## src/rtl/sra_pkg.sv

```systemverilog
package sra_pkg;
  // bit positions inside the one-hot outcome vector
  localparam int OUT_ALLOW = 0;
  localparam int OUT_UNDEF = 1;
  localparam int OUT_HYP   = 2;
  localparam int OUT_MON   = 3;
  localparam int OUT_N     = 4;

  localparam int CLASS_W   = 6;

  typedef logic [OUT_N-1:0] outcome_t;

  // buffer-owner mismatch against the current security state
  function automatic logic foreign_owner(input logic [1:0] own,
                                         input logic own_x,
                                         input logic ns,
                                         input logic nse,
                                         input logic realm);
    logic mismatch_ns;
    logic mismatch_x;
    mismatch_ns = (own[1] != ns);
    mismatch_x  = realm && (own_x != nse);
    return !own[0] || mismatch_ns || mismatch_x;
  endfunction

  // single-bit outcome vector from a bit index
  function automatic outcome_t pick(input int idx);
    outcome_t v;
    v = '0;
    v[idx] = 1'b1;
    return v;
  endfunction
endpackage

```

## src/rtl/sra_owner_check.sv

```systemverilog
module sra_owner_check
  import sra_pkg::*;
(
  input  logic       mon_present,
  input  logic [1:0] own_bits,
  input  logic       own_ext,
  input  logic       sec_ns,
  input  logic       sec_nse,
  input  logic       realm_present,
  input  logic       undef_prio_flag,
  output logic       foreign,
  output logic       prio_undef_hit,
  output logic       own_hit
);
  always_comb begin
    foreign        = foreign_owner(own_bits, own_ext, sec_ns, sec_nse, realm_present);
    own_hit        = mon_present && foreign;
    prio_undef_hit = own_hit && undef_prio_flag;
  end
endmodule

```

## src/rtl/sra_hyp_trap.sv

```systemverilog
module sra_hyp_trap (
  input  logic hyp_enabled,
  input  logic fgt_present,
  input  logic fgt_enable,
  input  logic mon_present,
  input  logic fgt_rd_trap,
  input  logic fgt_wr_trap,
  input  logic coarse_trap,
  input  logic is_write,
  output logic fg_hit,
  output logic coarse_hit
);
  logic dir_bit;
  logic fg_allowed;

  always_comb begin
    dir_bit    = is_write ? fgt_wr_trap : fgt_rd_trap;
    fg_allowed = hyp_enabled && fgt_present && (!mon_present || fgt_enable);
    fg_hit     = fg_allowed && dir_bit;
    coarse_hit = hyp_enabled && coarse_trap;
  end
endmodule

```

## src/rtl/sra_resolve.sv

```systemverilog
module sra_resolve
  import sra_pkg::*;
(
  input  logic       req_valid,
  input  logic [1:0] req_el,
  input  logic       prio_undef_hit,
  input  logic       fg_hit,
  input  logic       coarse_hit,
  input  logic       own_hit,
  input  logic       undef_sdd_flag,
  output outcome_t   outcome
);
  logic     hyp_path;
  outcome_t tail;

  always_comb begin
    // level 1 may reach the hypervisor checks; level 2 may not
    hyp_path = (req_el == 2'd1) && (fg_hit || coarse_hit);
    if (own_hit) tail = undef_sdd_flag ? pick(OUT_UNDEF) : pick(OUT_MON);
    else         tail = pick(OUT_ALLOW);

    outcome = '0;
    if (req_valid) begin
      unique case (req_el)
        2'd0: outcome = pick(OUT_UNDEF);
        2'd3: outcome = pick(OUT_ALLOW);
        default: begin
          if (prio_undef_hit) outcome = pick(OUT_UNDEF);
          else if (hyp_path)  outcome = pick(OUT_HYP);
          else                outcome = tail;
        end
      endcase
    end
  end
endmodule

```

## src/rtl/sysreg_access_gate.sv

```systemverilog
module sysreg_access_gate
  import sra_pkg::*;
#(
  parameter logic [CLASS_W-1:0] TRAP_CLASS = 6'h18
) (
  input  logic               req_valid,
  input  logic [1:0]         req_el,
  input  logic               req_write,
  input  logic               mon_present,
  input  logic               hyp_enabled,
  input  logic               fgt_present,
  input  logic               fgt_enable,
  input  logic               fgt_rd_trap,
  input  logic               fgt_wr_trap,
  input  logic               coarse_trap,
  input  logic [1:0]         own_bits,
  input  logic               own_ext,
  input  logic               sec_ns,
  input  logic               sec_nse,
  input  logic               realm_present,
  input  logic               undef_prio_flag,
  input  logic               undef_sdd_flag,
  output logic               out_allow,
  output logic               out_undef,
  output logic               out_trap_hyp,
  output logic               out_trap_mon,
  output logic [CLASS_W-1:0] out_class
);
  logic     foreign;
  logic     prio_undef_hit;
  logic     own_hit;
  logic     fg_hit;
  logic     coarse_hit;
  outcome_t outcome;

  sra_owner_check u_own (
    .mon_present    (mon_present),
    .own_bits       (own_bits),
    .own_ext        (own_ext),
    .sec_ns         (sec_ns),
    .sec_nse        (sec_nse),
    .realm_present  (realm_present),
    .undef_prio_flag(undef_prio_flag),
    .foreign        (foreign),
    .prio_undef_hit (prio_undef_hit),
    .own_hit        (own_hit)
  );

  sra_hyp_trap u_hyp (
    .hyp_enabled(hyp_enabled),
    .fgt_present(fgt_present),
    .fgt_enable (fgt_enable),
    .mon_present(mon_present),
    .fgt_rd_trap(fgt_rd_trap),
    .fgt_wr_trap(fgt_wr_trap),
    .coarse_trap(coarse_trap),
    .is_write   (req_write),
    .fg_hit     (fg_hit),
    .coarse_hit (coarse_hit)
  );

  sra_resolve u_res (
    .req_valid     (req_valid),
    .req_el        (req_el),
    .prio_undef_hit(prio_undef_hit),
    .fg_hit        (fg_hit),
    .coarse_hit    (coarse_hit),
    .own_hit       (own_hit),
    .undef_sdd_flag(undef_sdd_flag),
    .outcome       (outcome)
  );

  always_comb begin
    out_allow    = outcome[OUT_ALLOW];
    out_undef    = outcome[OUT_UNDEF];
    out_trap_hyp = outcome[OUT_HYP];
    out_trap_mon = outcome[OUT_MON];
    out_class    = (outcome[OUT_HYP] || outcome[OUT_MON]) ? TRAP_CLASS : '0;
  end

  // checks on the outputs against the submodule event wires
  always_comb begin
    if (!req_valid) begin
      a_r1_idle: assert ({out_allow, out_undef, out_trap_hyp, out_trap_mon} == 4'b0 && out_class == '0)
        else $error("R1 outputs active without a request");
    end else begin
      a_r11_one_hot: assert ($countones({out_allow, out_undef, out_trap_hyp, out_trap_mon}) == 1)
        else $error("R11 outcome not one-hot");
      if (req_el == 2'd0) begin
        a_r2_el0_undef: assert (out_undef)
          else $error("R2 level 0 not undefined");
      end
      if (req_el == 2'd3) begin
        a_r3_el3_allow: assert (out_allow)
          else $error("R3 level 3 not allowed");
      end
      if (req_el != 2'd0 && req_el != 2'd3 && prio_undef_hit) begin
        a_r5_prio_undef: assert (out_undef)
          else $error("R5 priority undefined not taken");
      end
      if (req_el == 2'd2) begin
        a_r9_el2_no_hyp: assert (!out_trap_hyp)
          else $error("R9 hypervisor trap at level 2");
      end
      if (out_trap_mon) begin
        a_r8_mon_needs_owner: assert (own_hit && foreign && !undef_sdd_flag)
          else $error("R8 monitor trap without ownership failure");
      end
    end
    a_r10_class: assert ((out_trap_hyp || out_trap_mon) ? (out_class == TRAP_CLASS) : (out_class == '0))
      else $error("R10 class code mismatch");
  end
endmodule

```

## config.mk

```make
export PLATFORM = sky130hd
export DESIGN_NAME = sysreg_access_gate
export DESIGN_NICKNAME = d
export VERILOG_FILES = /design/src/rtl/sra_pkg.sv /design/src/rtl/sra_owner_check.sv /design/src/rtl/sra_hyp_trap.sv /design/src/rtl/sra_resolve.sv /design/src/rtl/sysreg_access_gate.sv
export SDC_FILE = /design/constraint.sdc
export NUM_CORES = 1
export LEC_CHECK = 0
export BUFFER_PORTS_ARGS = -buffer_cell sky130_fd_sc_hd__buf_2
export CORE_AREA = 2 2 39 41
export DETAILED_ROUTE_END_ITERATION = 10
export DIE_AREA = 0 0 41 43
export PLACE_DENSITY = 0.62
export SLEW_MARGIN = 20
export SYNTH_ARGS = -nofsm -noshare
export SYNTH_HDL_FRONTEND = slang
export SYNTH_SLANG_ARGS = --single-unit
```

## constraint.sdc

```tcl
create_clock -name vclk -period 1.4
set_clock_uncertainty 0.05 [all_clocks]
set_input_delay 0.07 -clock vclk [all_inputs]
set_output_delay 0.07 -clock vclk [all_outputs]
set_load 0.05 [all_outputs]
```

==> results of run 1 <==
## power groups by stage
| stage | registers [W] | logic [W] | clock network (W) |
|---|---|---|---|
| floorplan | 0 | 0.000125 | 0 |
| global placement | 0 | 0.000168 | 0 |
| detailed placement | 0 | 0.000172 | 0 |
| CTS | 0 | 0.000184 | 0 |
| global route | 0 | 0.000208 | 0 |
| finish | 0 | 0.000192 | 0 |
## routing by layer
layer | GRT usage | vias to the layer above | share of wire
li1 | - | 165 | -
met5 | 0 | - | 0
met2 | 0.156 | 21 | 0.50
met4 | 0 | 0 | 0
met3 | 0 | 0 | 0.088
met1 | 0.104 | 135 | 0.41
## Yosys cell counts
library cell  count
a31oi_4           1
a221oi_2          2
o21ai_0           1
nand2b_1          1
or2_1             1
o211ai_1          1
ha_1              3
nor2b_1           1
nand2_1           3
inv_1             3
o31ai_1           1
nand3b_1          2
a211oi_1          1
buf_4             5
nor4_2            1
o21ai_1           1
conb_1            1
mux2_4            1
and2_1            1
nor2_2            1
xnor2_1           2
## worst max-delay path: cells and delay by family
kind / cells / cell delay, ns
buf+inv: 3 / 0.46
simple gates: 2 / 0.32
compound gates: 1 / 0.27
xor+xnor: 1 / 0.12
## layout make-up
type | instances | area [um2]
Inverter | 3 | 11.3
Multi-Input combinational cell | 29 | 289
Fill cell | 149 | 870
Timing Repair Buffer | 29 | 194
Tap cell | 16 | 20.0
## per-stage QoR
| stage | setup slack [ns] | instance area [um2] | hold WS [ns] | TNS (ns) | power [W] |
|---|---|---|---|---|---|
| final | 0.0273 | 514 | 0.460 | 0 | 0.000192 |
| after global placement | -0.0417 | 448 | 0.532 | -0.0750 | 0.000168 |
| after floorplan | -0.167 | 322 | 0.157 | -0.517 | 0.000125 |
| after CTS | -0.00930 | 482 | 0.462 | -0.0162 | 0.000184 |
| after detailed placement | -0.105 | 448 | 0.524 | -0.220 | 0.000172 |
| after global routing | -0.0673 | 514 | 0.477 | -0.176 | 0.000208 |
## what timing repair did
action | 4_1_cts | 5_1_grt
setup buffers | 1 | 0
hold endpoints to repair | 0 | 0
setup endpoints to repair | 4 | 5
pin swaps | 1 | 3
resized for setup | 10 | 6
## worst max path at each step
stage / slack, ns / endpoint
after global placement: -0.04 / out_class[3]
after floorplan: -0.17 / out_class[4]
final: 0.03 / out_trap_mon
after global routing: -0.07 / out_trap_mon
after detailed placement: -0.10 / out_class[3]
after CTS: -0.009 / out_class[3]
## kinds of logic (layout without fill, tap and decap cells)
logic type | Yosys count | in the layout
XOR/XNOR | 2 | 2
AO/OA/AOI/OAI | 8 | 8
multiplexers | 1 | 1
buffers and inverters | 8 | 32
adder cells (fa/ha/maj) | 3 | 3
other | 1 | 4
AND/OR/NAND/NOR | 11 | 11
==> metrics.md, run 1 <==
| Metric | Value |
|---|---|
| Final Util | `0.372` |
| Layout area overhead | `86.0%` |
| Cells after DPL | `76` |
| Routed Antenna Nets | `0` |
| Hold Path Sink | `out_trap_mon` |
| Int Power | `0.0000785 W` |
| Via/cell ratio | `4.17` |
| CORE AREA | `1380 um2` |
| Hold depth | `3` |
| RSZ-0062 raised after global routing | `true` |
| Critical Path Source | `sec_nse` |
| Initial core utilization | `0.200` |
| Drt wl/cell | `9.58 um` |
| Top Ports | `29` |
| Netlist cell types | `21` |
| Cell Chain, Critical Path | `buf_6 -> xnor2_2 -> o211ai_1 -> nand3b_1 -> buf_4 -> nor4_4 -> buf_6` |
| Crit path required time | `1.28 ns` |
| Area share of the largest cell type after synthesis | `0.136` |
| Antenna cell count | `0` |
| Post-CTS Hold Fix Bufs | `0` |
| Max-cap violation count | `0` |
| Drt initial violations | `0` |
| Leakage | `0.251 nW` |
| Vias | `321` |
| Total GRT Usage | `0.0829` |
| Port-buffer cells | `25` |
| Critical Path Max Stage Delay | `0.27 ns` |
| Detailed Route WL | `738 um` |
| Post-synthesis xor/xnor area fraction | `0.0633` |
| Clock power share | `0` |
| Fin crit share | `0.980` |
| Final setup viols | `0` |
| Reg area | `0 um2` |
| Layout cell share with drive strength beyond 1 | `0.672` |
| Switching pwr | `0.000114 W` |
| Crit path DAT | `1.25 ns` |
| Synth Area in Compound Gates | `0.303` |
| CP max-delay cell | `o211ai_1` |
| Syn Area/Cell | `8.13 um2` |
| Most frequent cells in the layout | `buf_2 (17), buf_4 (6), buf_6 (5)` |
| Synth Cell Area | `277 um2` |
| Nets | `85` |
| Most common cell after layout, fill and taps aside | `buf_2` |
| Rows | `14` |
| Crit. End Element | `output port` |
| Vias in the first global route | `279` |
| Worst setup SP type | `primary input` |
| CP Class | `in2out` |
| Worst Hold Class | `in2out` |
| Cells after Synth | `34` |
| Cell accounting for the most synthesized area | `buf_4` |
| Largest net degree at the start of global routing | `5` |
| Num sequential | `0` |
| Status | `finished, final reports clean` |
| Sequential power share | `0` |
| DRT Pass-1 Iters | `1` |
| CP most frequent cell | `buf_6` |
| Die footprint | `1760 um2` |
| Max Fanout on Critical Path | `3` |
| First-pass GRT wire length | `1060 um` |
| Post-Synth Simple-Gate Area | `0.253` |
| Initial antenna violation count | `0` |
| Synth warnings | `0` |
| FMAX | `728 MHz` |
| Hold Startpoint | `undef_prio_flag` |
| Fin. Hold Viols | `0` |
| Comb pwr share | `1.000` |
| Non-filler instance count after layout | `77` |
| Pins Over Slew Limit | `0` |
| PwrDens | `374 nW/um2` |
| Die Ht | `43 um` |
| Fin crit period | `1.37 ns` |
| Worst vdd ir | `0.0967 mV` |
| Post-Synth Adder-Cell Area | `0.136` |
| DP HPWL | `690 um` |
| Gpl congestion | `0.673` |
| Aggregate global routing overflow | `0` |
| Die Wd | `41 um` |
| Clkbuf count | `0` |
| Mux contribution to synthesized area | `0.0543` |
| Main combinational cell family by area after synthesis | `compound AO/OA/AOI/OAI gates` |
| Sequential area share after synthesis | `0` |
| Net Sw Frac | `0.592` |
| Synth area leaders | `buf_4 (14%), ha_1 (14%), a221oi_2 (11%)` |
| Residual DRC | `0` |
No activity file was read; power rests on OpenSTA's default activity.
==> inputs of run 2 (changes only) <==
Settings changed: ABC_AREA set to 1, PLACE_DENSITY 0.62 to 0.63.
==> run 2 against run 1 <==
  * Worst setup slack gained 0.098 ns
  * Critical endpoint is now out_class[3]
  * Total power shrank 23%
  * Non-clock buffer count shrank 3
  * Clock-buffer cell count is the same
  * Sequential share of layout area is the same
  * Fmax grew 7.7%
  * Core utilization shrank 6.4 points
  * Routed wire length shrank 11%
  * Worst hold slack gained 0.045 ns
  * Largest cell class unchanged
  * Via count grew 16%
  * First-iteration DRC count grew 7
  * Synthesized area grew 2.7%
==> metrics.md, run 2 <==
| Metric | Value |
|---|---|
| Crit. End Element | `output port` |
| Drt initial violations | `7` |
| Syn Area/Cell | `5.07 um2` |
| Drt wl/cell | `6.81 um` |
| Num sequential | `0` |
| Post-Synth Adder-Cell Area | `0.132` |
| Leakage | `0.303 nW` |
| Top Ports | `29` |
| Mux contribution to synthesized area | `0` |
| Status | `finished, final reports clean` |
| Final WS setup | `0.125 ns` |
| Worst setup SP type | `primary input` |
| First-pass GRT wire length | `986 um` |
| Area after DPL | `418 um2` |
| Worst vdd ir | `0.133 mV` |
| Most frequent cells in the layout | `buf_2 (22), nand2_1 (15), inv_1 (13)` |
| Pins Over Slew Limit | `0` |
| Area share of the largest cell type after synthesis | `0.198` |
| Die Ht | `43 um` |
| Gpl congestion | `0.698` |
| Synth warnings | `0` |
| Critical Path Source | `req_el[0]` |
| Worst Hold Class | `in2out` |
| Fin. Hold Viols | `0` |
| Port-buffer cells | `25` |
| CP Class | `in2out` |
| Residual DRC | `0` |
| Final setup viols | `0` |
| Vias in the first global route | `304` |
| Final setup TNS | `0 ns` |
| Nets | `104` |
| Vias | `373` |
| CORE AREA | `1380 um2` |
| Reg area | `0 um2` |
| Die Wd | `41 um` |
| Aggregate global routing overflow | `0` |
| Fin crit period | `1.28 ns` |
| Most frequent cell after synthesis | `nand2_1` |
| Max-cap violation count | `0` |
| Hold depth | `4` |
| PwrDens | `348 nW/um2` |
| Final non-filler cell area | `425 um2` |
| DP Worst Slack | `0.0502 ns` |
| Hold Startpoint | `req_valid` |
| Initial core utilization | `0.205` |
| Cells after Synth | `56` |
| DP HPWL | `630 um` |
| Crit path required time | `1.28 ns` |
| Rows | `14` |
| Synth area leaders | `nand2_1 (20%), inv_1 (17%), buf_4 (13%)` |
| RSZ-0062 raised after global routing | `true` |
| DRT Pass-1 Iters | `4` |
| Die footprint | `1760 um2` |
| Most common cell after layout, fill and taps aside | `buf_2` |
| Total GRT Usage | `0.0739` |
| Crit path DAT | `1.16 ns` |
| Layout area overhead | `49.8%` |
| FMAX | `784 MHz` |
| Cell accounting for the most synthesized area | `nand2_1` |
| Synth Cell Area | `284 um2` |
| Main combinational cell family by area after synthesis | `simple AND/OR/NAND/NOR gates` |
| Detailed Route WL | `654 um` |
| Fin crit share | `0.911` |
| Via/cell ratio | `3.89` |
| Sequential area share after synthesis | `0` |
| Antenna cell count | `0` |
| Layout cell share with drive strength beyond 1 | `0.375` |
| Hold Path Sink | `out_allow` |
| Netlist cell types | `13` |
| Post-Synth Simple-Gate Area | `0.405` |
| Routed Antenna Nets | `0` |
| Post-synthesis xor/xnor area fraction | `0` |
| Initial antenna violation count | `0` |
| Clkbuf count | `0` |
| Commonest cells post-synth | `nand2_1 (15), inv_1 (13), nor2_1 (6)` |
| Final Util | `0.307` |
| Max Fanout on Critical Path | `3` |
| Largest net degree at the start of global routing | `5` |
| Synth Area in Compound Gates | `0.145` |
-- run 2: cell count changes in the layout (fill, tap and decap cells not counted), moves of 2 or more --
cell and delta:
a21oi_2 +2, xnor2_2 -2, nor2_1 +6, nand3b_1 -2, nand2_1 +13, nand3_1 +5, buf_4 -2, inv_1 +10
buf_2 +5, buf_6 -5
-- run 2: layer usage --
metal	track usage	vias to the layer above	share of wire
li1	-	206	-
met1	0.0886	149	0.40
met2	0.144	18	0.48
met3	0	0	0.12
met4	0	0	0
met5	0	-	0
-- run 2: layout make-up --
type               count  area (um2)
fillers              172         958
inverters             13        48.8
multi-input cells     41         216
well taps             16        20.0
repair buffers        26         140
-- run 2: critical path: stages --
cell and delay, ns:
buf_2 0.10, inv_1 0.04, ha_1 0.28, nand2_1 0.07
nor3_1 0.13, nand3_1 0.16, o21ai_4 0.09, buf_4 0.21
-- run 2: where the power goes --
| group | switching [W] | leakage (nW) | internal, W |
|---|---|---|---|
| logic | 0.0000993 | 0.303 | 0.0000489 |
| clock network | 0 | 0 | 0 |
| registers | 0 | 0 | 0 |
| total | 0.0000993 | 0.303 | 0.0000489 |
-- run 2: how the worst max path moves through the flow --
| stage | slack, ns | endpoint |
|---|---|---|
| floorplan | -0.004 | out_trap_hyp |
| global placement | 0.07 | out_class[4] |
| detailed placement | 0.05 | out_class[4] |
| CTS | 0.05 | out_class[4] |
| global route | -0.005 | out_class[4] |
| finish | 0.12 | out_class[3] |
-- run 2: cell families after synthesis --
group / after synthesis
adder cells (fa/ha/maj): 3
AO/OA/AOI/OAI: 6
other: 1
AND/OR/NAND/NOR: 28
buffers and inverters: 18
-- run 2: per-stage QoR --
stage / cells / total power (W) / hold slack [ns]
after global routing: 96 / 0.000164 / 0.514
final: 96 / 0.000148 / 0.504
after floorplan: 59 / 0.000109 / 0.335
after detailed placement: 96 / 0.000148 / 0.506
after CTS: 96 / 0.000149 / 0.506
after global placement: 96 / 0.000146 / 0.502
-- run 2: what timing repair did --
action | in CTS | in global routing
buffers inserted | 0 | 0
hold buffers | 0 | 0
endpoints found under the setup margin | 0 | 3
resized for setup | 0 | 6
==> inputs of run 3 (changes only) <==
Settings changed: BUFFER_PORTS_ARGS -buffer_cell sky130_fd_sc_hd__buf_2 to unset, DONT_BUFFER_PORTS set to 1, PLACE_DENSITY 0.63 to 0.44.
==> run 3 against run 2 <==
  * Global-route usage fell by 0.50 points
  * Combinational power fell by 18%
  * Critical path type unchanged
  * Routed wire length fell by 11%
  * Flip-flop and latch count did not move
  * Die area did not move
  * Largest power group unchanged
  * Clock-buffer cell count did not move
  * Critical path depth fell by 1
==> metrics.md, run 3 (synthesis results as in run 2) <==
| Metric | Value |
|---|---|
| Status | `finished, final reports clean` |
| Initial core utilization | `0.205` |
| Worst Hold Class | `in2out` |
| Net Sw Frac | `0.720` |
| Initial antenna violation count | `0` |
| Residual DRC | `0` |
| Largest net degree at the start of global routing | `6` |
| Total GRT Usage | `0.0689` |
| Gpl congestion | `0.742` |
| Via/cell ratio | `4.11` |
| FMAX | `814 MHz` |
| Drt initial violations | `2` |
| Vias | `308` |
| Top Ports | `29` |
| Int Power | `0.0000337 W` |
| Fin crit share | `0.877` |
| Die footprint | `1760 um2` |
| RSZ-0062 raised after global routing | `false` |
| Routed Antenna Nets | `0` |
| Hold depth | `3` |
| Worst setup SP type | `primary input` |
| Final setup viols | `0` |
| Vias in the first global route | `253` |
| Area after DPL | `348 um2` |
| CORE AREA | `1380 um2` |
| DP HPWL | `556 um` |
| CP max-delay cell | `ha_1` |
| Buf/Inv on CP | `2` |
| PwrDens | `347 nW/um2` |
| Comb pwr share | `1.000` |
| Reg area | `0 um2` |
| Detailed Route WL | `582 um` |
| Drt wl/cell | `7.76 um` |
| Num sequential | `0` |
| Die Wd | `41 um` |
| CP Class | `in2out` |
| Max-cap violation count | `0` |
| Final Util | `0.251` |
| Met3 WL | `62 um` |
| WP depth | `7` |
| First-pass GRT wire length | `917 um` |
| Nets | `83` |
| Layout cell share with drive strength beyond 1 | `0.153` |
| Aggregate global routing overflow | `0` |
| DRT Pass-1 Iters | `3` |
| Cell Chain, Critical Path | `inv_1 -> ha_1 -> nand2_1 -> nor3_1 -> nand3_1 -> o21ai_4 -> buf_12` |
| Pins Over Slew Limit | `0` |
| Routed met2 length | `309 um` |
| Clkbuf count | `0` |
| Fin. Hold Viols | `0` |
| Port-buffer cells | `0` |
| Clock power share | `0` |
| Crit path required time | `1.28 ns` |
| CP top delay family | `simple AND/OR/NAND/NOR gates` |
| Resize count post-CTS | `0` |
| Top layer reached by signal wires | `met3` |
| Leakage | `0.224 nW` |
| Crit. End Element | `output port` |
| Crit path DAT | `1.11 ns` |
| Most common cell after layout, fill and taps aside | `nand2_1` |
| Sequential power share | `0` |
| Final non-filler cell area | `348 um2` |
| Switching pwr | `0.0000869 W` |
| Post-CTS Hold Fix Bufs | `0` |
| Max Fanout on Critical Path | `5` |
| Die Ht | `43 um` |
| Rows | `14` |
| Layout area overhead | `22.5%` |
| WL met1 | `210 um` |
| Worst vdd ir | `0.102 mV` |
| Most frequent cells in the layout | `nand2_1 (15), inv_1 (13), nor2_1 (6)` |
| Antenna cell count | `0` |
| Critical Path Max Stage Delay | `0.33 ns` |
| Postcts setup bufs | `0` |
| Fin crit period | `1.23 ns` |
-- run 3: cell type report --
| class | count | area, um2 |
|---|---|---|
| Timing Repair Buffer | 5 | 62.6 |
| Tap cell | 16 | 20.0 |
| Multi-Input combinational cell | 41 | 216 |
| Inverter | 13 | 48.8 |
| Fill cell | 165 | 1040 |
-- run 3: power groups by stage --
stage                     registers, W  logic [W]  clock network (W)
after floorplan                      0   0.000109                  0
after global placement               0   0.000120                  0
after detailed placement             0   0.000121                  0
after CTS                            0   0.000121                  0
after global routing                 0   0.000132                  0
final                                0   0.000121                  0
-- run 3: layer usage --
layer,track usage,up-vias
li1,-,164
met1,0.0728,131
met2,0.134,13
met3,0.0157,0
met4,0,0
met5,0,-
-- run 3: path summary, 6_finish.rpt --
kind      start            to
min   req_valid     out_allow
max   req_el[1]  out_class[4]
-- run 3: per-stage QoR --
stage          setup WS (ns)   TNS, ns  std cells  hold slack (ns)  total power, W
2_1_floorplan       -0.00439  -0.00529         59            0.335        0.000109
3_3_place_gp           0.195         0         75            0.364        0.000120
3_5_place_dp           0.160         0         75            0.360        0.000121
4_1_cts                0.161         0         75            0.362        0.000121
5_1_grt               0.0583         0         75            0.380        0.000132
6_report               0.172         0         75            0.364        0.000121
